<file path="src/rtl/ml_pkg.sv">
package ml_pkg;

  typedef enum logic [2:0] {
    ST_IDLE  = 3'd0,
    ST_INIT  = 3'd1,
    ST_CALC  = 3'd2,
    ST_WRITE = 3'd3,
    ST_FIN   = 3'd4
  } ml_state_e;

  // datapath strobes issued by the sequencer
  typedef struct packed {
    logic load;   // R1 <- P, R0 <- 2P
    logic calc;   // latch sum and double of pre-iteration values
    logic wback;  // steer both results back at once
  } ml_ctl_t;

endpackage

</file>
<file path="src/rtl/ml_rst_sync.sv">
module ml_rst_sync (
  input  logic clk,
  input  logic rst_n,
  output logic rst_sync_n
);

  logic [1:0] sync_q;

  always_ff @(posedge clk or negedge rst_n) begin
    if (!rst_n) begin
      sync_q <= 2'b00;
    end else begin
      sync_q <= {sync_q[0], 1'b1};
    end
  end

  assign rst_sync_n = sync_q[1];

endmodule

</file>
<file path="src/rtl/ml_modadd.sv">
module ml_modadd #(
  parameter int VAL_W   = 16,
  parameter int MODULUS = 65521
) (
  input  logic [VAL_W-1:0] a,
  input  logic [VAL_W-1:0] b,
  output logic [VAL_W-1:0] s
);

  localparam logic [VAL_W:0] MOD_EXT = (VAL_W+1)'(MODULUS);

  logic [VAL_W:0] raw_sum;
  logic [VAL_W:0] red_sum;

  always_comb begin
    raw_sum = {1'b0, a} + {1'b0, b};
    red_sum = raw_sum - MOD_EXT;
    s = (raw_sum >= MOD_EXT) ? red_sum[VAL_W-1:0] : raw_sum[VAL_W-1:0];
  end

endmodule

</file>
<file path="src/rtl/ml_ctrl.sv">
module ml_ctrl
  import ml_pkg::*;
#(
  parameter int KEY_W = 16,
  localparam int IDX_W = (KEY_W > 2) ? $clog2(KEY_W) : 1
) (
  input  logic             clk,
  input  logic             rst_n,
  input  logic             start,
  output logic             accept,
  output logic             busy,
  output logic             done,
  output logic [IDX_W-1:0] idx,
  output ml_ctl_t          ctl
);

  localparam logic [IDX_W-1:0] IDX_TOP = IDX_W'(KEY_W - 2);

  ml_state_e        state_q, state_d;
  logic [IDX_W-1:0] idx_q, idx_d;
  logic             idx_en;

  // next-state logic: no branch depends on a scalar bit
  always_comb begin
    state_d = state_q;
    idx_d   = idx_q;
    idx_en  = 1'b0;
    case (state_q)
      ST_IDLE, ST_FIN: begin
        if (start) begin
          state_d = ST_INIT;
          idx_d   = IDX_TOP;
          idx_en  = 1'b1;
        end else begin
          state_d = ST_IDLE;
        end
      end
      ST_INIT:  state_d = ST_CALC;
      ST_CALC:  state_d = ST_WRITE;
      ST_WRITE: begin
        if (idx_q == '0) begin
          state_d = ST_FIN;
        end else begin
          state_d = ST_CALC;
          idx_d   = idx_q - 1'b1;
          idx_en  = 1'b1;
        end
      end
      default:  state_d = ST_IDLE;
    endcase
  end

  always_ff @(posedge clk or negedge rst_n) begin
    if (!rst_n) begin
      state_q <= ST_IDLE;
      idx_q   <= '0;
    end else begin
      state_q <= state_d;
      if (idx_en) begin
        idx_q <= idx_d;
      end
    end
  end

  always_comb begin
    busy      = (state_q == ST_INIT) || (state_q == ST_CALC) || (state_q == ST_WRITE);
    done      = (state_q == ST_FIN);
    accept    = start && !busy;
    idx       = idx_q;
    ctl.load  = (state_q == ST_INIT);
    ctl.calc  = (state_q == ST_CALC);
    ctl.wback = (state_q == ST_WRITE);
  end

endmodule

</file>
<file path="src/rtl/ml_ladder_dp.sv">
module ml_ladder_dp
  import ml_pkg::*;
#(
  parameter int KEY_W   = 16,
  parameter int VAL_W   = 16,
  parameter int MODULUS = 65521,
  localparam int IDX_W  = (KEY_W > 2) ? $clog2(KEY_W) : 1
) (
  input  logic             clk,
  input  logic             rst_n,
  input  logic             accept,
  input  logic [KEY_W-1:0] k_in,
  input  logic [VAL_W-1:0] p_in,
  input  logic [IDX_W-1:0] idx,
  input  ml_ctl_t          ctl,
  output logic [VAL_W-1:0] r1_out
);

  logic [KEY_W-1:0] k_q;
  logic [VAL_W-1:0] p_q;
  logic [VAL_W-1:0] r0_q, r1_q, r0_d, r1_d;
  logic [VAL_W-1:0] t_sum_q, t_dbl_q;
  logic [VAL_W-1:0] sum_w, dbl_w, dbl_opnd;
  logic [VAL_W-1:0] r0_wb, r1_wb;
  logic             ki;
  logic             r_en;

  // operand and destination steering by the current scalar bit
  always_comb begin
    ki       = k_q[idx];
    dbl_opnd = ctl.load ? p_q : (ki ? r0_q : r1_q);
    r1_wb    = ki ? t_sum_q : t_dbl_q;
    r0_wb    = ki ? t_dbl_q : t_sum_q;
    r_en     = ctl.load | ctl.wback;
    r1_d     = r1_q;
    r0_d     = r0_q;
    if (ctl.load) begin
      r1_d = p_q;
      r0_d = dbl_w;
    end else if (ctl.wback) begin
      r1_d = r1_wb;
      r0_d = r0_wb;
    end
  end

  ml_modadd #(.VAL_W(VAL_W), .MODULUS(MODULUS)) u_add (
    .a (r0_q),
    .b (r1_q),
    .s (sum_w)
  );

  ml_modadd #(.VAL_W(VAL_W), .MODULUS(MODULUS)) u_dbl (
    .a (dbl_opnd),
    .b (dbl_opnd),
    .s (dbl_w)
  );

  always_ff @(posedge clk or negedge rst_n) begin
    if (!rst_n) begin
      k_q     <= '0;
      p_q     <= '0;
      r0_q    <= '0;
      r1_q    <= '0;
      t_sum_q <= '0;
      t_dbl_q <= '0;
    end else begin
      if (accept) begin
        k_q <= k_in;
        p_q <= p_in;
      end
      if (ctl.calc) begin
        t_sum_q <= sum_w;
        t_dbl_q <= dbl_w;
      end
      if (r_en) begin
        r0_q <= r0_d;
        r1_q <= r1_d;
      end
    end
  end

  assign r1_out = r1_q;

endmodule

</file>
<file path="src/rtl/ml_ladder.sv">
module ml_ladder
  import ml_pkg::*;
#(
  parameter int KEY_W   = 16,
  parameter int VAL_W   = 16,
  parameter int MODULUS = 65521,
  localparam int IDX_W  = (KEY_W > 2) ? $clog2(KEY_W) : 1
) (
  input  logic             clk,
  input  logic             rst_n,
  input  logic             start,
  input  logic [KEY_W-1:0] k_in,
  input  logic [VAL_W-1:0] p_in,
  output logic             busy,
  output logic             done,
  output logic [VAL_W-1:0] result
);

  logic             rst_sync_n;
  logic             accept;
  logic [IDX_W-1:0] idx;
  ml_ctl_t          ctl;

  ml_rst_sync u_rst (
    .clk        (clk),
    .rst_n      (rst_n),
    .rst_sync_n (rst_sync_n)
  );

  ml_ctrl #(.KEY_W(KEY_W)) u_ctrl (
    .clk    (clk),
    .rst_n  (rst_sync_n),
    .start  (start),
    .accept (accept),
    .busy   (busy),
    .done   (done),
    .idx    (idx),
    .ctl    (ctl)
  );

  ml_ladder_dp #(.KEY_W(KEY_W), .VAL_W(VAL_W), .MODULUS(MODULUS)) u_dp (
    .clk    (clk),
    .rst_n  (rst_sync_n),
    .accept (accept),
    .k_in   (k_in),
    .p_in   (p_in),
    .idx    (idx),
    .ctl    (ctl),
    .r1_out (result)
  );

endmodule

</file>
<file path="config.mk">
export PLATFORM = sky130hd
export DESIGN_NAME = ml_ladder
export DESIGN_NICKNAME = d
export VERILOG_FILES = /design/src/rtl/ml_pkg.sv /design/src/rtl/ml_rst_sync.sv /design/src/rtl/ml_modadd.sv /design/src/rtl/ml_ctrl.sv /design/src/rtl/ml_ladder_dp.sv /design/src/rtl/ml_ladder.sv
export SDC_FILE = /design/constraint.sdc
export NUM_CORES = 1
export LEC_CHECK = 0
export BUFFER_PORTS_ARGS = -buffer_cell sky130_fd_sc_hd__buf_4
export CORE_ASPECT_RATIO = 1.2
export CORE_MARGIN = 10
export CORE_UTILIZATION = 45
export CTS_CLUSTER_SIZE = 30
export DETAILED_ROUTE_END_ITERATION = 10
export GPL_ROUTABILITY_DRIVEN = 0
export SLEW_MARGIN = 20
export SYNTH_ARGS = -nofsm -noshare
export SYNTH_HDL_FRONTEND = slang
export SYNTH_SLANG_ARGS = --single-unit
</file>
<file path="constraint.sdc">
create_clock -name clk -period 4.3 [get_ports clk]
set_input_delay 0.43 -clock clk [delete_from_list [all_inputs] [get_ports clk]]
set_output_delay 0.43 -clock clk [all_outputs]
set_load 0.05 [all_outputs]
</file>
==> metrics.txt <==
fmax 0.248 GHz; reg2reg setup slack 0.26 ns; Fin. Hold Viols 0; Synth async-reset ratio 1.00; share of layout cells above drive strength 1 0.189; HPWL after DPL 16.4 mm; CTS tree built; CP Max Fanout 20; Max clock buf depth 2; final wirelength 21.7 mm; fin nets 899; final period utilization 0.938; drt initial violations 673; core area 0.0161 mm²; unrepaired setup endpoints after global routing no; Hold Path Depth 2; fin area 0.00836 mm²; Final ANT Viol Nets 0; H-tree levels 3; CP Data Required Time 4.59 ns; DIE AREA 0.0219 mm²; total negative slack 0 ns; Global Route Usage Sum 0.200; Setup crit end kind flip-flop; Synth Net Count 856; post-synthesis register bit count 105; kind of critical path reg -> reg; HP Start k_in[8]; Worst Max-Slew Pin Slew 0.946 ns; via count 6611; Final Hold Slack 0.295 ns; Netlist cell types 85; # Max-Cap Violations 0; via-per-instance ratio 6.24; critical path arrival 4.33 ns; n_diodes 0; Hold EP u_dp.k_q[8]$_DFFE_PN0P_; Post-synth EDFFs 0; clock transition at the registers of the reported paths 0.07 ns; Root Driver clkbuf_16; Die W 137 µm; PortBufs 52; worst skew pair latency 0.36 ns; Rows 51; vias in the first global route 6596; Die Span Y 160 µm; leading cell type in the layout, fill and taps excluded dfrtp_1; dominant synthesized flop cell dfrtp_1; # fillers 1512; GR Overflow Total 0; R2R Path Start u_dp.r1_out[0]$_DFFE_PN0P_; most frequent cells in the layout 104 x dfrtp_1, 78 x buf_4, 76 x nand2_1, 69 x mux2i_1, 60 x nor2_1; clock sink count 105; Hold Crit Class in -> reg; Slew Limit Fails 0; CP Launch Type flip-flop; Post-DP Area 0.00804 mm²; # IOs 53; Synth-to-Final Area Change 13.5%; DR WL/cell 20.5 µm; Reg-to-Reg End u_dp.t_sum_q[10]$_DFFE_PN0P_; syn avg cell area 9.22 µm²; Syn Inst Count 800; Slew HR 0.370; worst reg-to-reg path cell count 12; utilization after layout 0.518; sequential fraction of the synthesis area 0.356; Synth Cell Area 0.00737 mm²; Final setup viols 0; first drt pass iteration count 6; TritonCTS buffer count 9; status finished, final reports clean; initial cell density of the core 0.457; fin crit period 4.04 ns; Final Skew 0.00621 ns; largest net degree at the start of global routing 72; initial antenna violation count 0; DRC 0; first-pass GRT wire length 35.4 mm; synth warn 0
## cells in the mapped netlist (4+ instances only)
master    number  area (µm²)
dfrtp_1      105        2630
nand2_1       76         285
mux2i_1       69         691
nor2_1        60         225
a21oi_1       38         190
nand3_1       38         190
mux2_2        36         405
clkbuf_1      30         113
nor3_1        28         140
a211oi_1      23         173
a21o_1        23         173
o21ai_0       22         110
ha_1          20         250
o211ai_1      18         135
inv_1         14        52.6
nand4_1       13        81.3
or4_1         12        90.1
o21ai_1       11        55.1
xnor2_1       11        96.3
buf_2          8        40.0
or3_1          8        50.1
xor2_1         8        70.1
a31oi_1        7        43.8
and2_1         7        43.8
and3_1         6        37.5
and4_1         6        52.6
buf_1          5        18.8
nor2b_1        5        31.3
o21a_1         5        37.5
nand2b_1       4        25.0
o221ai_1       4        35.0
## sequential cells by signal, indices dropped and copies added (netlist names)
name	flops
u_ctrl.state_q	3
u_dp.r0_q	16
u_dp.t_dbl_q	16
u_ctrl.idx	4
u_dp.t_sum_q	16
u_dp.k_q	16
u_rst.sync_q	2
u_dp.p_q	16
u_dp.r1_out	16
## worst max-delay path by stage
stage / from / endpoint / slack, ns
finish: u_dp.r1_out[0]$_DFFE_PN0P_ / u_dp.t_sum_q[10]$_DFFE_PN0P_ / 0.26
global route: u_dp.r1_out[0]$_DFFE_PN0P_ / u_dp.t_sum_q[10]$_DFFE_PN0P_ / 0.04
CTS: u_dp.r1_out[0]$_DFFE_PN0P_ / u_dp.t_sum_q[10]$_DFFE_PN0P_ / 0.18
detailed placement: u_dp.r1_out[0]$_DFFE_PN0P_ / u_dp.t_sum_q[8]$_DFFE_PN0P_ / 0.23
global placement: u_dp.r1_out[0]$_DFFE_PN0P_ / u_dp.t_sum_q[8]$_DFFE_PN0P_ / 0.39
floorplan: u_dp.r1_out[0]$_DFFE_PN0P_ / u_dp.t_sum_q[11]$_DFFE_PN0P_ / 0.43
## area by class of cell
cell class / instances / area [µm²] / area share
clock buffer: 10 / 239 / 0.0286
clock inverter: 6 / 72.6 / 0.00868
inverter: 14 / 52.6 / 0.00628
multi-input combinational: 634 / 4510 / 0.539
sequential: 105 / 2630 / 0.315
tap: 212 / 265 / 0.0317
timing repair buffer: 79 / 596 / 0.0712
## worst max-delay path, stage by stage, from the launching register on
cell and delay, ns:
dfrtp_1 0.43, ha_1 0.25, fa_1 0.42, a21oi_1 0.20, o21ai_1 0.15, a2111oi_1 0.55, nor3_1 0.16, nor4_2 0.43
and4_1 0.36, a41oi_1 0.18, buf_4 0.24, or4_1 0.48, nand3_1 0.11
## cell families after synthesis
group                      after synthesis  share of synthesized area
xor gates and xnor gates                19                     0.0226
muxes                                  112                      0.164
DFF                                    105                      0.356
buffers and inverters                   61                     0.0355
and+or+nand+nor                        286                      0.198
adders and majority gates               21                     0.0367
other                                    1                   0.000509
AOI/OAI and AO/OA                      195                      0.186
## what timing repair did
action,in CTS,in global routing
endpoints found under the setup margin,0,7
gates resized for setup,0,1
setup buffers,0,0
endpoints found under the hold margin,2,0
hold buffers,1,0
## metal layers
metal / track usage / up-vias / wire, µm
li1: - / 3088 / -
met1: 0.255 / 3249 / 9300
met2: 0.330 / 231 / 10600
met3: 0.0352 / 43 / 1150
met4: 0.0705 / 0 / 610
met5: 0 / - / 0
## through the flow
stage,std cells,setup slack [ns]
6_report,1060,0.265
5_1_grt,1060,0.0417
4_1_cts,1060,0.182
3_5_place_dp,1043,0.232
3_3_place_gp,1043,0.392
2_1_floorplan,800,0.431
Power is not shown: default switching activity piles up to over one toggle a cycle in this logic, so the estimate is an artifact.
